**src/rtl/qspiw_pkg.sv**
```systemverilog
package qspiw_pkg;
  typedef enum logic [1:0] {
    ST_IDLE  = 2'd0,
    ST_LEAD  = 2'd1,
    ST_SHIFT = 2'd2,
    ST_TAIL  = 2'd3
  } qspiw_state_e;
endpackage

```
**src/rtl/qspiw_clkdiv.sv**
```systemverilog
module qspiw_clkdiv #(
  parameter int PRESC_W = 4
) (
  input  logic               clk,
  input  logic               rst,
  input  logic               run,
  input  logic [PRESC_W-1:0] presc,
  output logic               tick
);
  logic [PRESC_W-1:0] cnt;

  // one tick per half period while a transfer runs
  assign tick = run && (cnt == presc);

  always_ff @(posedge clk) begin
    if (rst || !run) begin
      cnt <= '0;
    end else if (tick) begin
      cnt <= '0;
    end else begin
      cnt <= cnt + 1'b1;
    end
  end

  p_cnt_bound_r3: assert property (@(posedge clk) disable iff (rst)
    (run && $stable(presc)) |-> (cnt <= presc));
endmodule

```
**src/rtl/qspiw_txbuf.sv**
```systemverilog
module qspiw_txbuf #(
  parameter int DATA_W = 8
) (
  input  logic              clk,
  input  logic              rst,
  input  logic              wr_valid,
  input  logic [DATA_W-1:0] wr_data,
  input  logic              take,
  output logic              empty,
  output logic [DATA_W-1:0] data
);
  always_ff @(posedge clk) begin
    if (rst) begin
      empty <= 1'b1;
      data  <= '0;
    end else if (take) begin
      empty <= 1'b1;
    end else if (wr_valid && empty) begin
      data  <= wr_data;
      empty <= 1'b0;
    end
  end

  p_take_full_r5: assert property (@(posedge clk) disable iff (rst)
    take |-> !empty);
  p_full_holds_r5: assert property (@(posedge clk) disable iff (rst)
    (!empty && !take) |=> $stable(data));
endmodule

```
**src/rtl/qspiw_ctrl.sv**
```systemverilog
module qspiw_ctrl
  import qspiw_pkg::*;
#(
  parameter int DATA_W = 8,
  parameter int LANES  = 4
) (
  input  logic              clk,
  input  logic              rst,
  input  logic              tick,
  input  logic              go_ok,
  input  logic              cpol,
  input  logic              cpha,
  input  logic              buf_empty,
  input  logic [DATA_W-1:0] buf_data,
  output logic              take,
  output logic              running,
  output logic              idle,
  output logic              sck,
  output logic              nss,
  output logic [LANES-1:0]  io_out,
  output logic              busy
);
  localparam int BEATS = DATA_W / LANES;
  localparam int EDGES = 2 * BEATS;
  localparam int EW    = (EDGES > 2) ? $clog2(EDGES) : 1;
  localparam logic [EW-1:0] LAST_EDGE = EW'(EDGES - 1);

  qspiw_state_e      state;
  logic [DATA_W-1:0] shreg;
  logic [EW-1:0]     edge_idx;
  logic              start;
  logic              frame_end;
  logic              drive_now;

  always_comb begin
    start     = (state == ST_IDLE) && go_ok && !buf_empty;
    frame_end = (state == ST_SHIFT) && tick && (edge_idx == LAST_EDGE);
    take      = start || (frame_end && !buf_empty);
    running   = (state != ST_IDLE);
    idle      = (state == ST_IDLE);
    // phase 0 changes data on trailing edges, phase 1 on leading edges
    if (cpha) drive_now = !edge_idx[0];
    else      drive_now = edge_idx[0];
  end

  always_ff @(posedge clk) begin
    if (rst) begin
      state    <= ST_IDLE;
      sck      <= 1'b0;
      nss      <= 1'b1;
      busy     <= 1'b0;
      io_out   <= '0;
      shreg    <= '0;
      edge_idx <= '0;
    end else begin
      unique case (state)
        ST_IDLE: begin
          sck      <= cpol;
          edge_idx <= '0;
          if (start) begin
            nss   <= 1'b0;
            state <= ST_LEAD;
            if (cpha) begin
              shreg <= buf_data;
            end else begin
              io_out <= buf_data[DATA_W-1 -: LANES];
              shreg  <= buf_data << LANES;
            end
          end
        end
        ST_LEAD: begin
          if (tick) state <= ST_SHIFT;
        end
        ST_SHIFT: begin
          if (tick) begin
            sck  <= ~sck;
            busy <= 1'b1;
            if (edge_idx == LAST_EDGE) begin
              edge_idx <= '0;
              if (!buf_empty) begin
                if (cpha) begin
                  shreg <= buf_data;
                end else begin
                  io_out <= buf_data[DATA_W-1 -: LANES];
                  shreg  <= buf_data << LANES;
                end
              end else begin
                state <= ST_TAIL;
              end
            end else begin
              edge_idx <= edge_idx + 1'b1;
              if (drive_now) begin
                io_out <= shreg[DATA_W-1 -: LANES];
                shreg  <= shreg << LANES;
              end
            end
          end
        end
        ST_TAIL: begin
          if (tick) begin
            if (edge_idx[0]) begin
              state    <= ST_IDLE;
              nss      <= 1'b1;
              busy     <= 1'b0;
              edge_idx <= '0;
            end else begin
              edge_idx <= EW'(1);
            end
          end
        end
        default: state <= ST_IDLE;
      endcase
    end
  end

  p_busy_nss_r8: assert property (@(posedge clk) disable iff (rst)
    busy |-> !nss);
  p_sck_busy_r8: assert property (@(posedge clk) disable iff (rst)
    (!$stable(sck) && !nss && $past(!nss)) |-> busy);
  p_start_gate_r3: assert property (@(posedge clk) disable iff (rst)
    $fell(nss) |-> $past(go_ok));
  p_rest_level_r4: assert property (@(posedge clk) disable iff (rst)
    (!busy && !nss && $past(!nss)) |-> $stable(sck));
endmodule

```
**src/rtl/qspiw_master.sv**
```systemverilog
module qspiw_master #(
  parameter int DATA_W  = 8,
  parameter int LANES   = 4,
  parameter int PRESC_W = 4
) (
  input  logic               clk,
  input  logic               rst,
  input  logic               cfg_enable,
  input  logic               cfg_quad_req,
  input  logic               cfg_read_sel,
  input  logic [PRESC_W-1:0] cfg_presc,
  input  logic               cfg_cpol,
  input  logic               cfg_cpha,
  input  logic               wr_valid,
  input  logic [DATA_W-1:0]  wr_data,
  output logic               sck,
  output logic               nss,
  output logic [LANES-1:0]   io_out,
  output logic [LANES-1:0]   io_oe,
  output logic               busy,
  output logic               tx_empty
);
  logic              quad_q;
  logic              go_ok;
  logic              tick;
  logic              take;
  logic              running;
  logic              idle;
  logic [DATA_W-1:0] buf_data;
  logic [LANES-1:0]  oe_q;

  assign go_ok = cfg_enable && quad_q && !cfg_read_sel;

  // quad mode may only be entered with an empty register and no transfer
  always_ff @(posedge clk) begin
    if (rst) begin
      quad_q <= 1'b0;
    end else if (cfg_quad_req && !quad_q && tx_empty && idle) begin
      quad_q <= 1'b1;
    end else if (!cfg_quad_req && idle) begin
      quad_q <= 1'b0;
    end
  end

  // every line becomes an output in quad write
  for (genvar g = 0; g < LANES; g++) begin : g_lane_oe
    always_ff @(posedge clk) begin
      if (rst) oe_q[g] <= 1'b0;
      else     oe_q[g] <= quad_q && !cfg_read_sel;
    end
  end
  assign io_oe = oe_q;

  qspiw_clkdiv #(.PRESC_W(PRESC_W)) i_div (
    .clk   (clk),
    .rst   (rst),
    .run   (running),
    .presc (cfg_presc),
    .tick  (tick)
  );

  qspiw_txbuf #(.DATA_W(DATA_W)) i_buf (
    .clk      (clk),
    .rst      (rst),
    .wr_valid (wr_valid),
    .wr_data  (wr_data),
    .take     (take),
    .empty    (tx_empty),
    .data     (buf_data)
  );

  qspiw_ctrl #(.DATA_W(DATA_W), .LANES(LANES)) i_ctrl (
    .clk       (clk),
    .rst       (rst),
    .tick      (tick),
    .go_ok     (go_ok),
    .cpol      (cfg_cpol),
    .cpha      (cfg_cpha),
    .buf_empty (tx_empty),
    .buf_data  (buf_data),
    .take      (take),
    .running   (running),
    .idle      (idle),
    .sck       (sck),
    .nss       (nss),
    .io_out    (io_out),
    .busy      (busy)
  );

  p_oe_read_r9: assert property (@(posedge clk) disable iff (rst)
    cfg_read_sel |=> (io_oe == '0));
  p_quad_entry_r2: assert property (@(posedge clk) disable iff (rst)
    $rose(quad_q) |-> ($past(tx_empty) && $past(idle)));
  p_oe_mode_r1: assert property (@(posedge clk) disable iff (rst)
    (io_oe != '0) |-> $past(quad_q));
endmodule

```
**config.mk**
```make
export PLATFORM = sky130hd
export DESIGN_NAME = qspiw_master
export DESIGN_NICKNAME = d
export VERILOG_FILES = /design/src/rtl/qspiw_pkg.sv /design/src/rtl/qspiw_clkdiv.sv /design/src/rtl/qspiw_txbuf.sv /design/src/rtl/qspiw_ctrl.sv /design/src/rtl/qspiw_master.sv
export SDC_FILE = /design/constraint.sdc
export NUM_CORES = 1
export LEC_CHECK = 0
export BUFFER_PORTS_ARGS = -buffer_cell sky130_fd_sc_hd__buf_2
export CELL_PAD_IN_SITES_DETAIL_PLACEMENT = 0
export CELL_PAD_IN_SITES_GLOBAL_PLACEMENT = 1
export CORE_AREA = 4 4 66 83
export DETAILED_ROUTE_END_ITERATION = 10
export DIE_AREA = 0 0 70 87
export HOLD_SLACK_MARGIN = 0.08
export PLACE_DENSITY = 0.81
export SETUP_SLACK_MARGIN = 0.1
export SYNTH_ARGS = -nofsm -noshare
export SYNTH_HDL_FRONTEND = slang
export SYNTH_HIERARCHICAL = 1
export SYNTH_SLANG_ARGS = --single-unit
```
**constraint.sdc**
```tcl
create_clock -name clk -period 2.4 [get_ports clk]
set_input_delay 0.24 -clock clk [delete_from_list [all_inputs] [get_ports clk]]
set_output_delay 0.24 -clock clk [all_outputs]
set_load 0.005 [all_outputs]
```
### After elaboration in Yosys (flattened, before gate mapping)

Index checks and enable logic that the tools add are counted.

| word-level totals | value |
|---|---|
| output and inout port bits | 12 |
| register bits after elaboration | 34 |
| input port bits | 20 |

| cells by class | value |
|---|---|
| muxes and demuxes | 40 |
| add/subtract/negate cells | 2 |
| bitwise gates (word level) | 2 |
| equality and inequality tests | 14 |
| reductions and logical operators | 38 |

Operators with widths:

| kind | count |
|---|---|
| 8-bit 2-to-1 mux | 6 |
| 4-bit 2-to-1 mux | 6 |
| 2-bit 2-to-1 mux | 10 |
| 8-bit case mux with 2 select lines | 1 |
| 1-bit logical AND | 14 |
| 1-bit 2-to-1 mux | 11 |
| 2-bit by 1-bit != test with 1-bit output, second input constant | 5 |
| 2-bit nonzero test | 5 |
| 2-bit case mux with 4 select lines | 1 |
| 4-bit case mux with 2 select lines | 1 |
| 4-bit AND reduction | 2 |
| 7-bit AND reduction | 1 |
| 2-bit == test, second input constant | 3 |
| 1-bit zero test | 6 |
| 1-bit case mux with 2 select lines | 3 |
| 2-bit case mux with 3 select lines | 1 |
| 5-bit AND reduction | 1 |
| 4-bit by 1-bit adder with 4-bit output, second input constant | 1 |
| 4-bit == test | 1 |
| 2-bit != test, second input constant | 2 |
| 2-bit AND reduction | 2 |
| 2-bit OR reduction | 2 |
| 3-bit by 2-bit != test with 1-bit output, second input constant | 1 |
| 3-bit != test, second input constant | 1 |
| other kinds (7) | 9 |

### Longest topological paths before layout

Gate-level depths: netlist of the first run.

| depth | value |
|---|---|
| depth in word-level cells | 8 |
| depth in mapped cells | 11 |

### Cells and area by module

The synthesis of the first run kept the hierarchy.

Modules (own cells, without submodules):

| module | sequential area each (um^2) | times used | cells each | area an instance (um^2) |
|---|---|---|---|---|
| qspiw_ctrl | 380.4 | 1 | 138 | 1147.4 |
| qspiw_txbuf | 180.2 | 1 | 39 | 396.6 |
| qspiw_clkdiv | 80.1 | 1 | 23 | 240.2 |
| qspiw_master | 40.0 | 1 | 10 | 107.6 |

### Least setup slack after synthesis of the first run

OpenSTA, ideal clock, no wires.

| timing path | value |
|---|---|
| path type | register to register |
| from | register i_ctrl.state[0] |
| to | register i_ctrl.io_out[0] |
| stages on the path, launching flop included | 11 |
| data required time | 2268 ps |
| period minus slack after synthesis | 2152 ps |
| path slack | 248 ps |
| data arrival time | 2020 ps |
| cells stage by stage | dfxtp_1 -> inv_1 -> ha_1 -> inv_1 -> o2111a_1 -> and2_1 -> buf_2 -> nand2_4 -> o211a_2 -> nor2_2 -> a211oi_2 |

| between the ends | value |
|---|---|
| cells in the longest elaborated chain, start to end | 5 |

Ends and longest elaborated chain:

| element | RTL line | RTL |
|---|---|---|
| start, declared | qspiw_ctrl.sv:28 | `qspiw_state_e state;` |
| start signal, assigned | qspiw_ctrl.sv:48 | `state <= ST_IDLE;` |
| start signal, assigned | qspiw_ctrl.sv:62 | `state <= ST_LEAD;` |
| start signal, assigned | qspiw_ctrl.sv:72 | `if (tick) state <= ST_SHIFT;` |
| 2-bit zero test * | - |  |
| net idle | qspiw_master.sv:28 | `logic idle;` |
| 1-bit logical AND (2 in series) | qspiw_ctrl.sv:36 | `start = (state == ST_IDLE) && go_ok && !buf_empty;` |
| 2-bit by 1-bit != test with 1-bit output (no source line) | - |  |
| 5-bit AND reduction (no source line) | - |  |
| end signal, assigned | qspiw_ctrl.sv:66 | `io_out <= buf_data[DATA_W-1 -: LANES];` |
| end signal, assigned | qspiw_ctrl.sv:84 | `io_out <= buf_data[DATA_W-1 -: LANES];` |
| end signal, assigned | qspiw_ctrl.sv:93 | `io_out <= shreg[DATA_W-1 -: LANES];` |
| end, declared | qspiw_ctrl.sv:20 | `output logic [LANES-1:0] io_out,` |

The timed path passes the listed nets; every way through them passes the cells marked *.
A chain may end at the register's enable or synchronous reset.

### Worst setup path in the final report of the first run

| timing path | value |
|---|---|
| from | register i_ctrl.state[0] |
| to | register i_ctrl.io_out[3] |

The elaborated chain is that of the path after synthesis.

==> flow_summary_export.csv, run 1 <==
group,metric,value,unit
place,hpwl,3000,um
drt,firstDrtPassIters,4,
clock_network,holdBufCountCts,0,
die,core_region_area,4690,sq um
clock_network,post-cts-setup-buffer-count,0,
drt,dr.max_layer_used,"met4",
logic_synthesis,synth_nets,237,
finish,fill_cells,485,
finish,multi_input_area,1090,sq um
die,fp.dieArea,6090,sq um
logic_synthesis,synth_top_area_share,36.0,%
sta,max_freq,463,MHz
global_routing,grt_pass1_vias,1523,
pwr,vdd_drop_max,0.430,mV
place,portBuffers,31,
drt,ant_nets,0,
logic_synthesis,synthArstFlopShare,0,%
drt,avgRoutedWirePerCell,13.4,um
worst_setup_path,cp_data_arrival_time,2.36,ns
status,status,"finished, final reports clean",
clock_network,cts_buffers,5,
finish,final_net_count,267,
logic_synthesis,yosys.area.top_type,"dfxtp_1",
worst_hold_path,hp-class,"input port to flop",
die,rows,28,
drt,via_per_inst,5.27,
global_routing,grt_max_degree,23,
clock_network,cts_tree,"built",
sta,rsz0062_at_grt,"no",
logic_synthesis,synth_area_leaders,"dfxtp_1 36%, mux2i_1 7.9%, nand2b_1 7.3%, ha_1 4.6%, a21oi_1 4.2%",
clock_network,cts_resized,0,
finish,antenna_cells,0,
worst_setup_path,crit_path_start_kind,"flop",
clock_network,clkSinkCount,34,
finish,register_area,681,sq um
logic_synthesis,synth-seq-area-share,36.0,%
sta,setup_slack,0.239,ns
finish,final_cell_mix,"34 x dfxtp_1, 31 x buf_2, 22 x nand2b_1",
finish,final_common_cell,"dfxtp_1",
sta,slew_viol_final,0,
logic_synthesis,synth_cell_types,44,
sta,worstMarginPinSlew,0.651,ns
pwr,leakagePower,0.920,nW
sta,setup_viol,0,
finish,layout-area-overhead-vs-synth,14.6,%
die,die_h,87,um
worst_setup_path,cp.required,2.60,ns
die,die_w,70,um
logic_synthesis,ys.flop_type,"dfxtp_1",
global_routing,grt_antenna_before_repair,0,
global_routing,grt_first_pass_wirelength,6810,um
logic_synthesis,synth_warnings,6,
place,place_ws,0.209,ns
worst_setup_path,cp-end-kind,"flop",
finish,drive_gt1_share,24.5,%
pwr,powerDensity,663,nW/um^2
worst_setup_path,worst-path-max-fanout,12,
sta,min_period_over_period,90.1,%
clock_network,clock_path_buffers,2,
place,globalplace.congestion,0.763,
die,start_util,40.3,%
sta,max-slew-margin-rel,56.6,%
drt,drt_iter0_drc,116,
drt,via_count,1587,
drt,wl,4040,um
finish,fin_util,46.2,%
sta,hold_violations,0,
global_routing,grt.overflow.total,0,
drt,drc,0,
drt,met3_length,154,um
run,cap_violations,0,
logic_synthesis,ys_ff_latch,34,
clock_network,cts_root_buf,"clkbuf_8",
drt,dr_wl_met2,2150,um
clock_network,cts_max_level,2,
logic_synthesis,synth_edf_count,0,
drt,met1_length,1720,um
worst_setup_path,path_class,"flop to flop",
logic_synthesis,synthCells,210,
global_routing,grtUsageTotal,13.7,%
sta,skew,0.00423,ns
clock_network,clkLatencyLatePin,0.28,ns
sta,finalCriticalPeriod,2.16,ns
logic_synthesis,syn_area,1890,sq um
clock_network,clkTransAtPathRegs,0.07,ns
sta,fin_setup_tns,0,ns
logic_synthesis,syn_avg_cell_area,9.01,sq um
die,io_pins,32,
-- synth_stat cells, drive strengths merged (4+ instances only) --
cell,count
dfxtp,34
nand2b,22
nand2,17
a21oi,16
mux2i,15
o21ai,15
buf,11
inv,8
nor2,8
a211oi,7
ha,7
a31oi,5
nor2b,5
o2111ai,5
nand4,4
or3,4
-- flip-flops by register name, summed over array words and instances (netlist names) --
register / count
i_buf/data: 8
i_ctrl/shreg: 8
i_ctrl/io_out: 4
i_div/cnt: 4
i_ctrl/edge_idx: 2
i_ctrl/state: 2
i_buf/empty: 1
i_ctrl/busy: 1
i_ctrl/nss: 1
i_ctrl/sck: 1
io_oe: 1
quad_q: 1
-- through the flow --
stage	cell area [sq um]	total power, mW	hold WS (ns)	std cells
final	2170	1.44	0.125	301
after global routing	2170	1.53	0.117	301
after CTS	2170	1.46	0.119	301
after detailed placement	2070	1.02	0.419	293
after global placement	2070	1.01	0.414	293
after floorplan	1890	0.917	0.310	210
-- per-layer routing --
layer	up-vias	track usage, %
met1	757	15.9
met3	2	4.16
met2	24	24.8
met4	0	3.14
li1	804	-
met5	-	0
-- report_power, final --
part,internal (mW),switching [mW]
clock,0.231,0.201
combinational,0.165,0.201
sequential,0.602,0.0379
-- worst max-delay path, stage by stage, from the launching register on --
cell	delay (ns)
dfxtp_1	0.41
inv_1	0.10
ha_1	0.23
inv_1	0.10
o2111a_1	0.21
and2_2	0.20
nand4b_1	0.17
o211ai_2	0.11
buf_4	0.21
a31oi_1	0.13
a211oi_2	0.22
-- path summary, 6_finish.rpt --
kind         depth (start not counted)                  to  slack, ns                from
max                                 10    i_ctrl/io_out[3]       0.24     i_ctrl/state[0]
min                                  2            io_oe[3]       0.12        cfg_read_sel
max reg2reg                         10    i_ctrl/io_out[3]       0.24     i_ctrl/state[0]
min reg2reg                          2  i_ctrl/edge_idx[1]       0.46  i_ctrl/edge_idx[1]
-- cells by family after synthesis --
group,synth area share (%)
DFF,36.0
muxes,7.94
xor gates and xnor gates,1.85
adders and majority gates,4.63
buffers and inverters,6.48
and+or+nand+nor,22.4
AOI/OAI and AO/OA,20.7
-- layout make-up --
class | instances | area share, %
well taps | 60 | 3.46
inverters | 8 | 1.38
repair buffers | 37 | 9.23
clock inverters | 1 | 0.231
flip-flops and latches | 34 | 31.4
clock buffers | 7 | 3.98
multi-input cells | 154 | 50.3
Note: power is estimated with default switching activity, not from simulation.
==> run 2, diff against run 1 <==
- CELL_PAD_IN_SITES_GLOBAL_PLACEMENT: 1 -> 2
- CORE_AREA: 4 4 66 83 -> 4 4 72 91
- DIE_AREA: 0 0 70 87 -> 0 0 76 95
- PLACE_DENSITY: 0.81 -> 0.82
==> run 2 against run 1 <==
Utilization shrank 7.2 points. Setup slack gained 0.011 ns. Sequential power is essentially flat. Clock-buffer cell count is the same. Flip-flop and latch count is the same. Worst hold slack is essentially flat. Critical endpoint unchanged. Critical path depth shrank 1. First-iteration DRC count shrank 0.86%. Largest power group unchanged.
==> flow_summary_export.csv, run 2 (synthesis results as in run 1) <==
group,metric,value,unit
die,die_w,76,um
sta,finalCriticalPeriod,2.15,ns
sta,setup_slack,0.250,ns
pwr,p_total,1.46,mW
place,place_ws,0.0573,ns
die,io_pins,32,
worst_hold_path,holdPathEnd,"io_oe[3]",
sta,skew,0.00574,ns
sta,rsz0062_at_grt,"no",
drt,wl,4470,um
place,place_area,2080,sq um
drt,drc,0,
worst_hold_path,hold_depth,2,
worst_setup_path,crit_path_start_kind,"flop",
die,rows,31,
drt,ant_nets,0,
finish,final_net_count,269,
global_routing,grt_pass1_vias,1573,
finish,fin_cells,309,
sta,min_period_over_period,89.6,%
worst_setup_path,worst-path-max-fanout,6,
clock_network,clkTransAtPathRegs,0.07,ns
run,cap_violations,0,
worst_setup_path,r2r_end,"i_ctrl/io_out[3]",
sta,slew_viol_final,0,
drt,firstDrtPassIters,4,
global_routing,grt_max_degree,38,
finish,fin_util,39.0,%
clock_network,clkLatencyLatePin,0.28,ns
worst_hold_path,hp-class,"input port to flop",
finish,drive_gt1_share,25.9,%
clock_network,holdBufCountCts,0,
sta,setup_viol,0,
worst_setup_path,r2r_slack,0.25,ns
sta,max_freq,465,MHz
die,fp.dieArea,7220,sq um
global_routing,grt_antenna_before_repair,0,
clock_network,cts_root_buf,"clkbuf_8",
worst_setup_path,cp.required,2.54,ns
global_routing,grt.overflow.total,0,
die,die_h,95,um
sta,max-slew-margin-rel,58.4,%
pwr,vdd_drop_max,0.393,mV
finish,final_common_cell,"dfxtp_1",
die,core_region_area,5700,sq um
global_routing,grt_first_pass_wirelength,7440,um
sta,fin_setup_tns,0,ns
drt,via_count,1589,
place,hpwl,3150,um
finish,antenna_cells,0,
finish,largestRegisters,"i_buf/data x8, i_ctrl/shreg x8",
sta,fin_hold_ws,0.124,ns
finish,layout-area-overhead-vs-synth,17.6,%
worst_setup_path,r2r-start,"i_ctrl/state[1]",
status,status,"finished, final reports clean",
pwr,powerDensity,657,nW/um^2
worst_setup_path,reg2reg_depth,9,
die,start_util,33.2,%
clock_network,cts_tree,"built",
worst_hold_path,hold_start,"cfg_read_sel",
drt,via_per_inst,5.14,
place,dp_cells,299,
global_routing,grtUsageTotal,12.5,%
clock_network,cts_buffers,5,
finish,final_cell_mix,"32 x dfxtp_1, 31 x buf_2, 22 x nand2b_1",
drt,drt_iter0_drc,115,
finish,final_area,2220,sq um
place,portBuffers,31,
clock_network,cts_max_level,2,
worst_setup_path,cp_data_arrival_time,2.30,ns
sta,hold_violations,0,
drt,avgRoutedWirePerCell,14.5,um
clock_network,clock_path_buffers,2,
pwr,leakagePower,0.929,nW
worst_setup_path,cp-end-kind,"flop",
clock_network,clkSinkCount,34,
sta,worstMarginPinSlew,0.624,ns
place,globalplace.congestion,0.787,
worst_setup_path,path_class,"flop to flop",
-- run 2: what timing repair did --
action / CTS / global route
hold endpoints to repair: 0 / 0
buffers inserted: 0 / 1
gates resized for setup: 1 / 5
endpoints found under the setup margin: 4 / 16
gates cloned: 0 / 1
pin swaps: 0 / 3
-- run 2: routing by layer --
metal  share of wire [%]  global-route usage, %  vias up
met5                   0                      0        -
met4                0.85                   3.26        0
met2                  52                   22.1       37
li1                    -                      -      812
met3                 4.1                   3.15        5
met1                  43                   14.9      735
-- run 2: how the worst max path moves through the flow --
stage | from | end | slack [ns] | depth (start not counted)
CTS | i_ctrl/state[1] | i_ctrl/io_out[3] | 0.18 | 9
global placement | i_ctrl/state[0] | i_ctrl/io_out[3] | 0.15 | 9
detailed placement | i_ctrl/state[1] | i_ctrl/io_out[3] | 0.06 | 9
floorplan | i_ctrl/state[0] | i_ctrl/io_out[0] | 0.25 | 10
finish | i_ctrl/state[1] | i_ctrl/io_out[3] | 0.25 | 9
global route | i_ctrl/state[0] | i_ctrl/io_out[3] | 0.12 | 9
-- run 2: report_power, final --
group	internal (mW)	switching (mW)	total, mW	leakage [nW]
clock network	0.231	0.203	0.434	0.0482
logic	0.169	0.216	0.385	0.604
registers	0.604	0.0388	0.643	0.277
total	1.00	0.458	1.46	0.929
-- run 2: area by class of cell --
cell class / count / area (sq um)
fill: 590 / 3480
multi-input combinational: 155 / 1120
sequential: 34 / 683
timing repair buffer: 38 / 220
clock buffer: 7 / 86.3
tap: 66 / 82.6
inverter: 8 / 30.0
clock inverter: 1 / 5.00
-- run 2: critical path, cell delays in order, from the launching register on --
cell      delay, ns
dfxtp_2        0.37
inv_1          0.09
ha_1           0.20
inv_1          0.09
o2111a_1       0.21
and2_2         0.20
nand4b_1       0.28
o211a_4        0.29
nor2_2         0.20
a211oi_2       0.09
